==> src/rtl/irqbank_pkg.sv <==
package irqbank_pkg;

    localparam int BYTE_W   = 8;
    localparam int NBANK    = 4;
    localparam int BANK_LSB = 4;
    localparam int BANK_W   = $clog2(NBANK);
    localparam int ADDR_W   = BANK_LSB + BANK_W;

    typedef enum logic [BANK_W-1:0] {
        BK_LOW  = 2'd0,
        BK_HIGH = 2'd1,
        BK_DMA  = 2'd2,
        BK_FAST = 2'd3
    } bank_e;

    typedef enum logic [1:0] {
        SEL_STAT = 2'd0,
        SEL_REQ  = 2'd1,
        SEL_MASK = 2'd2,
        SEL_NONE = 2'd3
    } sel_e;

    typedef struct packed {
        logic  hit;
        bank_e bank;
        sel_e  sel;
    } dec_t;

    typedef struct packed {
        logic [BYTE_W-1:0] status;
        logic [BYTE_W-1:0] mask;
    } view_t;

    function automatic dec_t decode(input logic [ADDR_W-1:0] a);
        dec_t d;
        d.bank = bank_e'(a[ADDR_W-1:BANK_LSB]);
        d.sel  = sel_e'(a[3:2]);
        d.hit  = (a[1:0] == 2'b00) && (d.sel != SEL_NONE);
        return d;
    endfunction

    function automatic logic [BYTE_W-1:0] valid_bits(input int b);
        return (b == int'(BK_DMA)) ? 8'h3F : 8'hFF;
    endfunction

    function automatic bit is_latched(input int b);
        return b == int'(BK_LOW);
    endfunction

    function automatic bit to_fast(input int b);
        return b == int'(BK_FAST);
    endfunction

endpackage

==> src/rtl/irqbank_bank.sv <==
module irqbank_bank
    import irqbank_pkg::*;
#(
    parameter bit                LATCHED = 1'b0,
    parameter logic [BYTE_W-1:0] VALID   = 8'hFF
) (
    input  logic              clk,
    input  logic              rst,
    input  logic [BYTE_W-1:0] src_i,
    input  logic              clr_we_i,
    input  logic [BYTE_W-1:0] clr_data_i,
    input  logic              mask_we_i,
    input  logic [BYTE_W-1:0] mask_data_i,
    output view_t             view_o,
    output logic [BYTE_W-1:0] req_o
);

    logic [BYTE_W-1:0] status_q;
    logic [BYTE_W-1:0] mask_q;

    always_ff @(posedge clk) begin
        if (rst) begin
            mask_q <= '0;
        end else if (mask_we_i) begin
            mask_q <= mask_data_i & VALID;
        end
    end

    assert_mask_hold_R2: assert property (@(posedge clk) disable iff (rst)
        !mask_we_i |=> $stable(mask_q));

    generate
        if (LATCHED) begin : g_edge
            logic [BYTE_W-1:0] prev_q;
            logic [BYTE_W-1:0] rise;

            assign rise = src_i & ~prev_q & VALID;

            always_ff @(posedge clk) begin
                if (rst) begin
                    prev_q   <= '0;
                    status_q <= '0;
                end else begin
                    prev_q <= src_i;
                    if (clr_we_i) begin
                        status_q <= (status_q & ~clr_data_i) | rise;
                    end else begin
                        status_q <= status_q | rise;
                    end
                end
            end

            assert_sticky_R4: assert property (@(posedge clk) disable iff (rst)
                !clr_we_i |=> ((status_q & $past(status_q)) == $past(status_q)));

            assert_clear_R5: assert property (@(posedge clk) disable iff (rst)
                clr_we_i |=> ((status_q & $past(clr_data_i) & ~$past(rise)) == '0));

            assert_edge_wins_R6: assert property (@(posedge clk) disable iff (rst)
                clr_we_i |=> (($past(rise) & ~status_q) == '0));
        end else begin : g_level
            always_ff @(posedge clk) begin
                if (rst) begin
                    status_q <= '0;
                end else begin
                    status_q <= src_i & VALID;
                end
            end

            assert_level_R7: assert property (@(posedge clk) disable iff (rst)
                $stable(src_i) && !$rose(rst) |=> $stable(status_q));
        end
    endgenerate

    assign view_o.status = status_q;
    assign view_o.mask   = mask_q;
    assign req_o         = status_q & mask_q;

endmodule

==> src/rtl/irqbank_regport.sv <==
module irqbank_regport
    import irqbank_pkg::*;
(
    input  logic                         clk,
    input  logic                         rst,
    input  logic [ADDR_W-1:0]            addr_i,
    input  logic                         wr_i,
    input  view_t [NBANK-1:0]            views_i,
    output logic [NBANK-1:0]             clr_we_o,
    output logic [NBANK-1:0]             mask_we_o,
    output logic [BYTE_W-1:0]            rdata_o
);

    dec_t  dec;
    view_t sel_view;

    assign dec      = decode(addr_i);
    assign sel_view = views_i[dec.bank];

    always_comb begin
        for (int b = 0; b < NBANK; b++) begin
            clr_we_o[b]  = wr_i && dec.hit && (dec.bank == bank_e'(b[BANK_W-1:0]))
                           && (dec.sel == SEL_REQ);
            mask_we_o[b] = wr_i && dec.hit && (dec.bank == bank_e'(b[BANK_W-1:0]))
                           && (dec.sel == SEL_MASK);
        end
    end

    always_comb begin
        rdata_o = '0;
        if (dec.hit) begin
            case (dec.sel)
                SEL_STAT: rdata_o = sel_view.status;
                SEL_REQ:  rdata_o = sel_view.status & sel_view.mask;
                SEL_MASK: rdata_o = sel_view.mask;
                default:  rdata_o = '0;
            endcase
        end
    end

    assert_unmapped_read_R10: assert property (@(posedge clk) disable iff (rst)
        !dec.hit |-> (rdata_o == '0));

    assert_dma_top_bits_R8: assert property (@(posedge clk) disable iff (rst)
        (dec.bank == BK_DMA) |-> (rdata_o[7:6] == 2'b00));

    assert_one_strobe_R10: assert property (@(posedge clk) disable iff (rst)
        $onehot0({clr_we_o, mask_we_o}));

endmodule

==> src/rtl/irqbank_combine.sv <==
module irqbank_combine
    import irqbank_pkg::*;
(
    input  logic [NBANK-1:0][BYTE_W-1:0] req_i,
    output logic                         irq_o,
    output logic                         fiq_o
);

    logic [NBANK-1:0] any_req;
    logic [NBANK-1:0] fast_sel;

    generate
        for (genvar b = 0; b < NBANK; b++) begin : g_route
            assign any_req[b]  = |req_i[b];
            assign fast_sel[b] = to_fast(b);
        end
    endgenerate

    assign irq_o = |(any_req & ~fast_sel);
    assign fiq_o = |(any_req & fast_sel);

endmodule

==> src/rtl/irqbank_regfile.sv <==
module irqbank_regfile
    import irqbank_pkg::*;
(
    input  logic              clk,
    input  logic              rst,
    input  logic [7:0]        src_low_i,
    input  logic [7:0]        src_high_i,
    input  logic [7:0]        src_dma_i,
    input  logic [7:0]        src_fast_i,
    input  logic [5:0]        reg_addr_i,
    input  logic              reg_wr_i,
    input  logic [7:0]        reg_wdata_i,
    output logic [7:0]        reg_rdata_o,
    output logic              irq_o,
    output logic              fiq_o
);

    logic [NBANK-1:0][BYTE_W-1:0] src_all;
    logic [NBANK-1:0][BYTE_W-1:0] req_all;
    view_t [NBANK-1:0]            views;
    logic [NBANK-1:0]             clr_we;
    logic [NBANK-1:0]             mask_we;

    assign src_all[BK_LOW]  = src_low_i;
    assign src_all[BK_HIGH] = src_high_i;
    assign src_all[BK_DMA]  = src_dma_i;
    assign src_all[BK_FAST] = src_fast_i;

    irqbank_regport u_port (
        .clk       (clk),
        .rst       (rst),
        .addr_i    (reg_addr_i),
        .wr_i      (reg_wr_i),
        .views_i   (views),
        .clr_we_o  (clr_we),
        .mask_we_o (mask_we),
        .rdata_o   (reg_rdata_o)
    );

    generate
        for (genvar b = 0; b < NBANK; b++) begin : g_bank
            irqbank_bank #(
                .LATCHED (is_latched(b)),
                .VALID   (valid_bits(b))
            ) u_bank (
                .clk         (clk),
                .rst         (rst),
                .src_i       (src_all[b]),
                .clr_we_i    (clr_we[b]),
                .clr_data_i  (reg_wdata_i),
                .mask_we_i   (mask_we[b]),
                .mask_data_i (reg_wdata_i),
                .view_o      (views[b]),
                .req_o       (req_all[b])
            );
        end
    endgenerate

    irqbank_combine u_comb (
        .req_i (req_all),
        .irq_o (irq_o),
        .fiq_o (fiq_o)
    );

    assert_reset_quiet_R1: assert property (@(posedge clk)
        $past(rst) |-> (!irq_o && !fiq_o));

    assert_fast_isolated_R9: assert property (@(posedge clk) disable iff (rst)
        (views[BK_FAST].mask == '0) |-> !fiq_o);

    assert_masked_quiet_R3: assert property (@(posedge clk) disable iff (rst)
        (views[BK_LOW].mask == '0 && views[BK_HIGH].mask == '0 &&
         views[BK_DMA].mask == '0) |-> !irq_o);

endmodule

==> config.mk <==
export PLATFORM = sky130hd
export DESIGN_NAME = irqbank_regfile
export DESIGN_NICKNAME = d
export VERILOG_FILES = /design/src/rtl/irqbank_pkg.sv /design/src/rtl/irqbank_bank.sv /design/src/rtl/irqbank_regport.sv /design/src/rtl/irqbank_combine.sv /design/src/rtl/irqbank_regfile.sv
export SDC_FILE = /design/constraint.sdc
export NUM_CORES = 1
export LEC_CHECK = 0
export BUFFER_PORTS_ARGS = -buffer_cell sky130_fd_sc_hd__buf_2
export CAP_MARGIN = 5
export CORE_MARGIN = 2
export CORE_UTILIZATION = 45
export CTS_BUF_LIST = sky130_fd_sc_hd__clkbuf_4 sky130_fd_sc_hd__clkbuf_8 sky130_fd_sc_hd__clkbuf_16
export DETAILED_ROUTE_END_ITERATION = 6
export PLACE_DENSITY = 0.73
export SETUP_SLACK_MARGIN = 0.3
export SLEW_MARGIN = 20
export SYNTH_ARGS = -nofsm -noshare
export SYNTH_HDL_FRONTEND = slang
export SYNTH_SLANG_ARGS = --single-unit
export TNS_END_PERCENT = 100
==> constraint.sdc <==
create_clock -name clk -period 2.05 [get_ports clk]
set_input_delay 0.41 -clock clk [delete_from_list [all_inputs] [get_ports clk]]
set_output_delay 0.41 -clock clk [all_outputs]
set_load 0.01 [all_outputs]
==> impl_metrics.ini <==
[grt]
gr-total-overflow = 0
first_global_vias = 2453
grtUsageTotal_pct = 21.7
grt_start_max_net_pins = 69
antenna_found_initial = 0
grt_pass1_wl_um = 12300

[route]
vias_per_cell = 5.54
drc = 0
vias = 2624
ant_nets = 0
drtIter0Drc = 200
post_drt_wl_per_cell_um = 16.7
drt-total-wl_um = 7910
dr.pass1.iters = 4

[hold_path]
hold_path_depth = 2
hold_start = src_fast_i[7]
hold_path_class = in -> reg
min_to = g_bank[3].u_bank.status_q[7]

[placed_design]
place.gp.congestion = 0.920
io_buffers = 56
dp_hpwl_um = 5350
placed_area_um2 = 3510
pre_cts_slack_ns = -0.0872

[yosys]
synth.area.top_cells = dfxtp_1, mux2i_1, nor2b_1, nor2_1, mux2_1
async_reset_ff_share_pct = 0
ys.flop_type = dfxtp_1
yosysSeqAreaShare_pct = 43.7
synth_top_area_share_pct = 43.7
synthesis.area_um2 = 3110
yosysMostFrequentCell = dfxtp_1
synth.cells.most_frequent = dfxtp_1, nor2_1, mux2i_1
synth_edf_count = 0
synth.avg_cell_area_um2 = 10.0
synthCells = 311
yosys.area.top_type = dfxtp_1
synth-seq-cells = 68
synth_nets = 360
synth_cell_type_count = 32
synth_warnings = 0

[clock_tree]
cts_tree = done
clk_pin_slew_worst_paths_ns = 0.07
cts_root_buf = clkbuf_8
cts_buffers = 9
cts_hold_buf = 0
clockBufferDepth = 2
numClockSinks = 68
clk_latency_ns = 0.35
cts_max_level = 3

[finish]
final_core_util_pct = 60.1
syn2layout_area_growth_pct = 30.6
drive_above_1_share_pct = 41.4
layout.nets = 438
fin_area_um2 = 4060
num_antenna_cells = 0

[run_status]
violations = negative setup slack
status = finished with violations

[floorplanning]
core_um2 = 6760
start_util_pct = 46.1
die_area_um2 = 7600
pin_count = 59
fp.dieW_um = 87.2
std_cell_rows = 30
dieHeight_um = 87.2

[sta]
rsz0062_at_grt = yes
max_slew_margin_pct = 64.5
fmax_ghz = 0.463
fin_crit_sh_pct = 105
layout_setup_ws_ns = -0.108
clock_skew_ns = 0.00286
hold_viol_final = 0
setup_viol = 1
tightest_slew_ns = 0.530
slew_violations = 0
min_period_ns = 2.16
hold_slack_ns = 0.263

[worst_setup_path]
path_cells = a22o_1 > a221oi_2 > and4_1 > nand4_1 > buf_2
rr_worst_depth = 3
path_class = reg -> out
cp.arrival_ns = 1.75
required_ns = 1.64
slowest_delay_ns = 0.33
endpoint_kind = output pin
slowest_stage = dfxtp_2
crit_family = compound AO/OA/AOI/OAI gates
crit_fanout = 2
crit_buf_inv = 1
start_kind = flip-flop
r2r_end = g_bank[0].u_bank.mask_q[1]
r2r_start = g_bank[0].u_bank.mask_q[1]
r2r_setup_slack_ns = 1.21

[pwr]
irDropWorstVdd_mv = 0.396
p_leak_uw = 0.00189
total_power_uw = 2770
p_per_area_nw_per_um2 = 681

[job]
maxCapViolations = 0
[worst register-to-register path: stages (launching register included)]
cell,delay [ns]
dfxtp_2,0.33
buf_4,0.14
mux2i_1,0.18
nor2_1,0.07
[registers in the layout, summed over array words and instances, names as in the netlist]
signal                       flops
g_bank.u_bank.g_edge.prev_q      8
g_bank.u_bank.mask_q            30
g_bank.u_bank.status_q          30
[placed cells by master (no fill, tap or decap), types with 3 or more instances in the layout]
cell type	count
buf_2	54
nor2_1	49
dfxtp_1	46
mux2i_1	40
nor2b_1	38
dfxtp_2	21
buf_4	19
a21oi_1	14
clkbuf_8	12
nand3_1	9
nand2_1	8
mux2_4	7
o211ai_1	6
a22oi_1	6
buf_6	6
a221oi_2	5
o22ai_1	4
a21oi_2	4
a22o_1	4
a22oi_2	3
mux2i_2	3
buf_16	3
[layer usage]
metal,track usage (%),vias to the layer above,part of all wire [%]
li1,-,1261,-
met1,28.3,1254,45
met2,34.2,89,47
met3,4.08,20,5.0
met4,11.3,0,3.0
met5,0,-,0
[cells by family (layout without fill, tap and decap cells)]
| group | after synthesis | count (layout) | share of synthesized area [%] |
|---|---|---|---|
| mux | 56 | 56 | 19.2 |
| buf+inv | 19 | 102 | 4.34 |
| fa+ha+maj | 2 | 2 | 0.724 |
| compound gates | 48 | 48 | 10.3 |
| simple gates | 118 | 118 | 21.7 |
| flops | 68 | 68 | 43.7 |
[layout make-up]
class,count,area [um^2]
fillers,560,2690
multi-input cells,224,1760
flip-flops and latches,68,1390
repair buffers,85,618
clock buffers,13,173
well taps,80,100
clock inverters,3,20.0
inverters,1,3.75
[where the power goes]
group	internal, uW	switching (uW)
logic	162	154
registers	1370	33.0
clock network	549	502
total	2080	689
[worst max path at each step]
stage,startpoint,end,slack (ns),depth (start not counted)
6_report,g_bank[0].u_bank.mask_q[1],irq_o,-0.11,5
3_5_place_dp,reg_addr_i[5],reg_rdata_o[7],-0.09,7
4_1_cts,g_bank[0].u_bank.mask_q[1],irq_o,-0.08,5
3_3_place_gp,reg_addr_i[5],reg_rdata_o[7],-0.07,7
2_1_floorplan,reg_addr_i[5],reg_rdata_o[5],0.31,4
5_1_grt,g_bank[0].u_bank.mask_q[1],irq_o,-0.14,5
[through the flow]
step                instances  TNS, ns
floorplan                 311        0
global placement          445   -0.481
detailed placement        445   -0.530
CTS                       471  -0.0844
global route              474   -0.145
finish                    474   -0.108
[what timing repair did]
action,4_1_cts,5_1_grt
endpoints found under the setup margin,9,10
resized for setup,45,25
pin swaps,23,15
buffers inserted,8,3
gates cloned,2,0
Power figures use the tool's default switching activity.
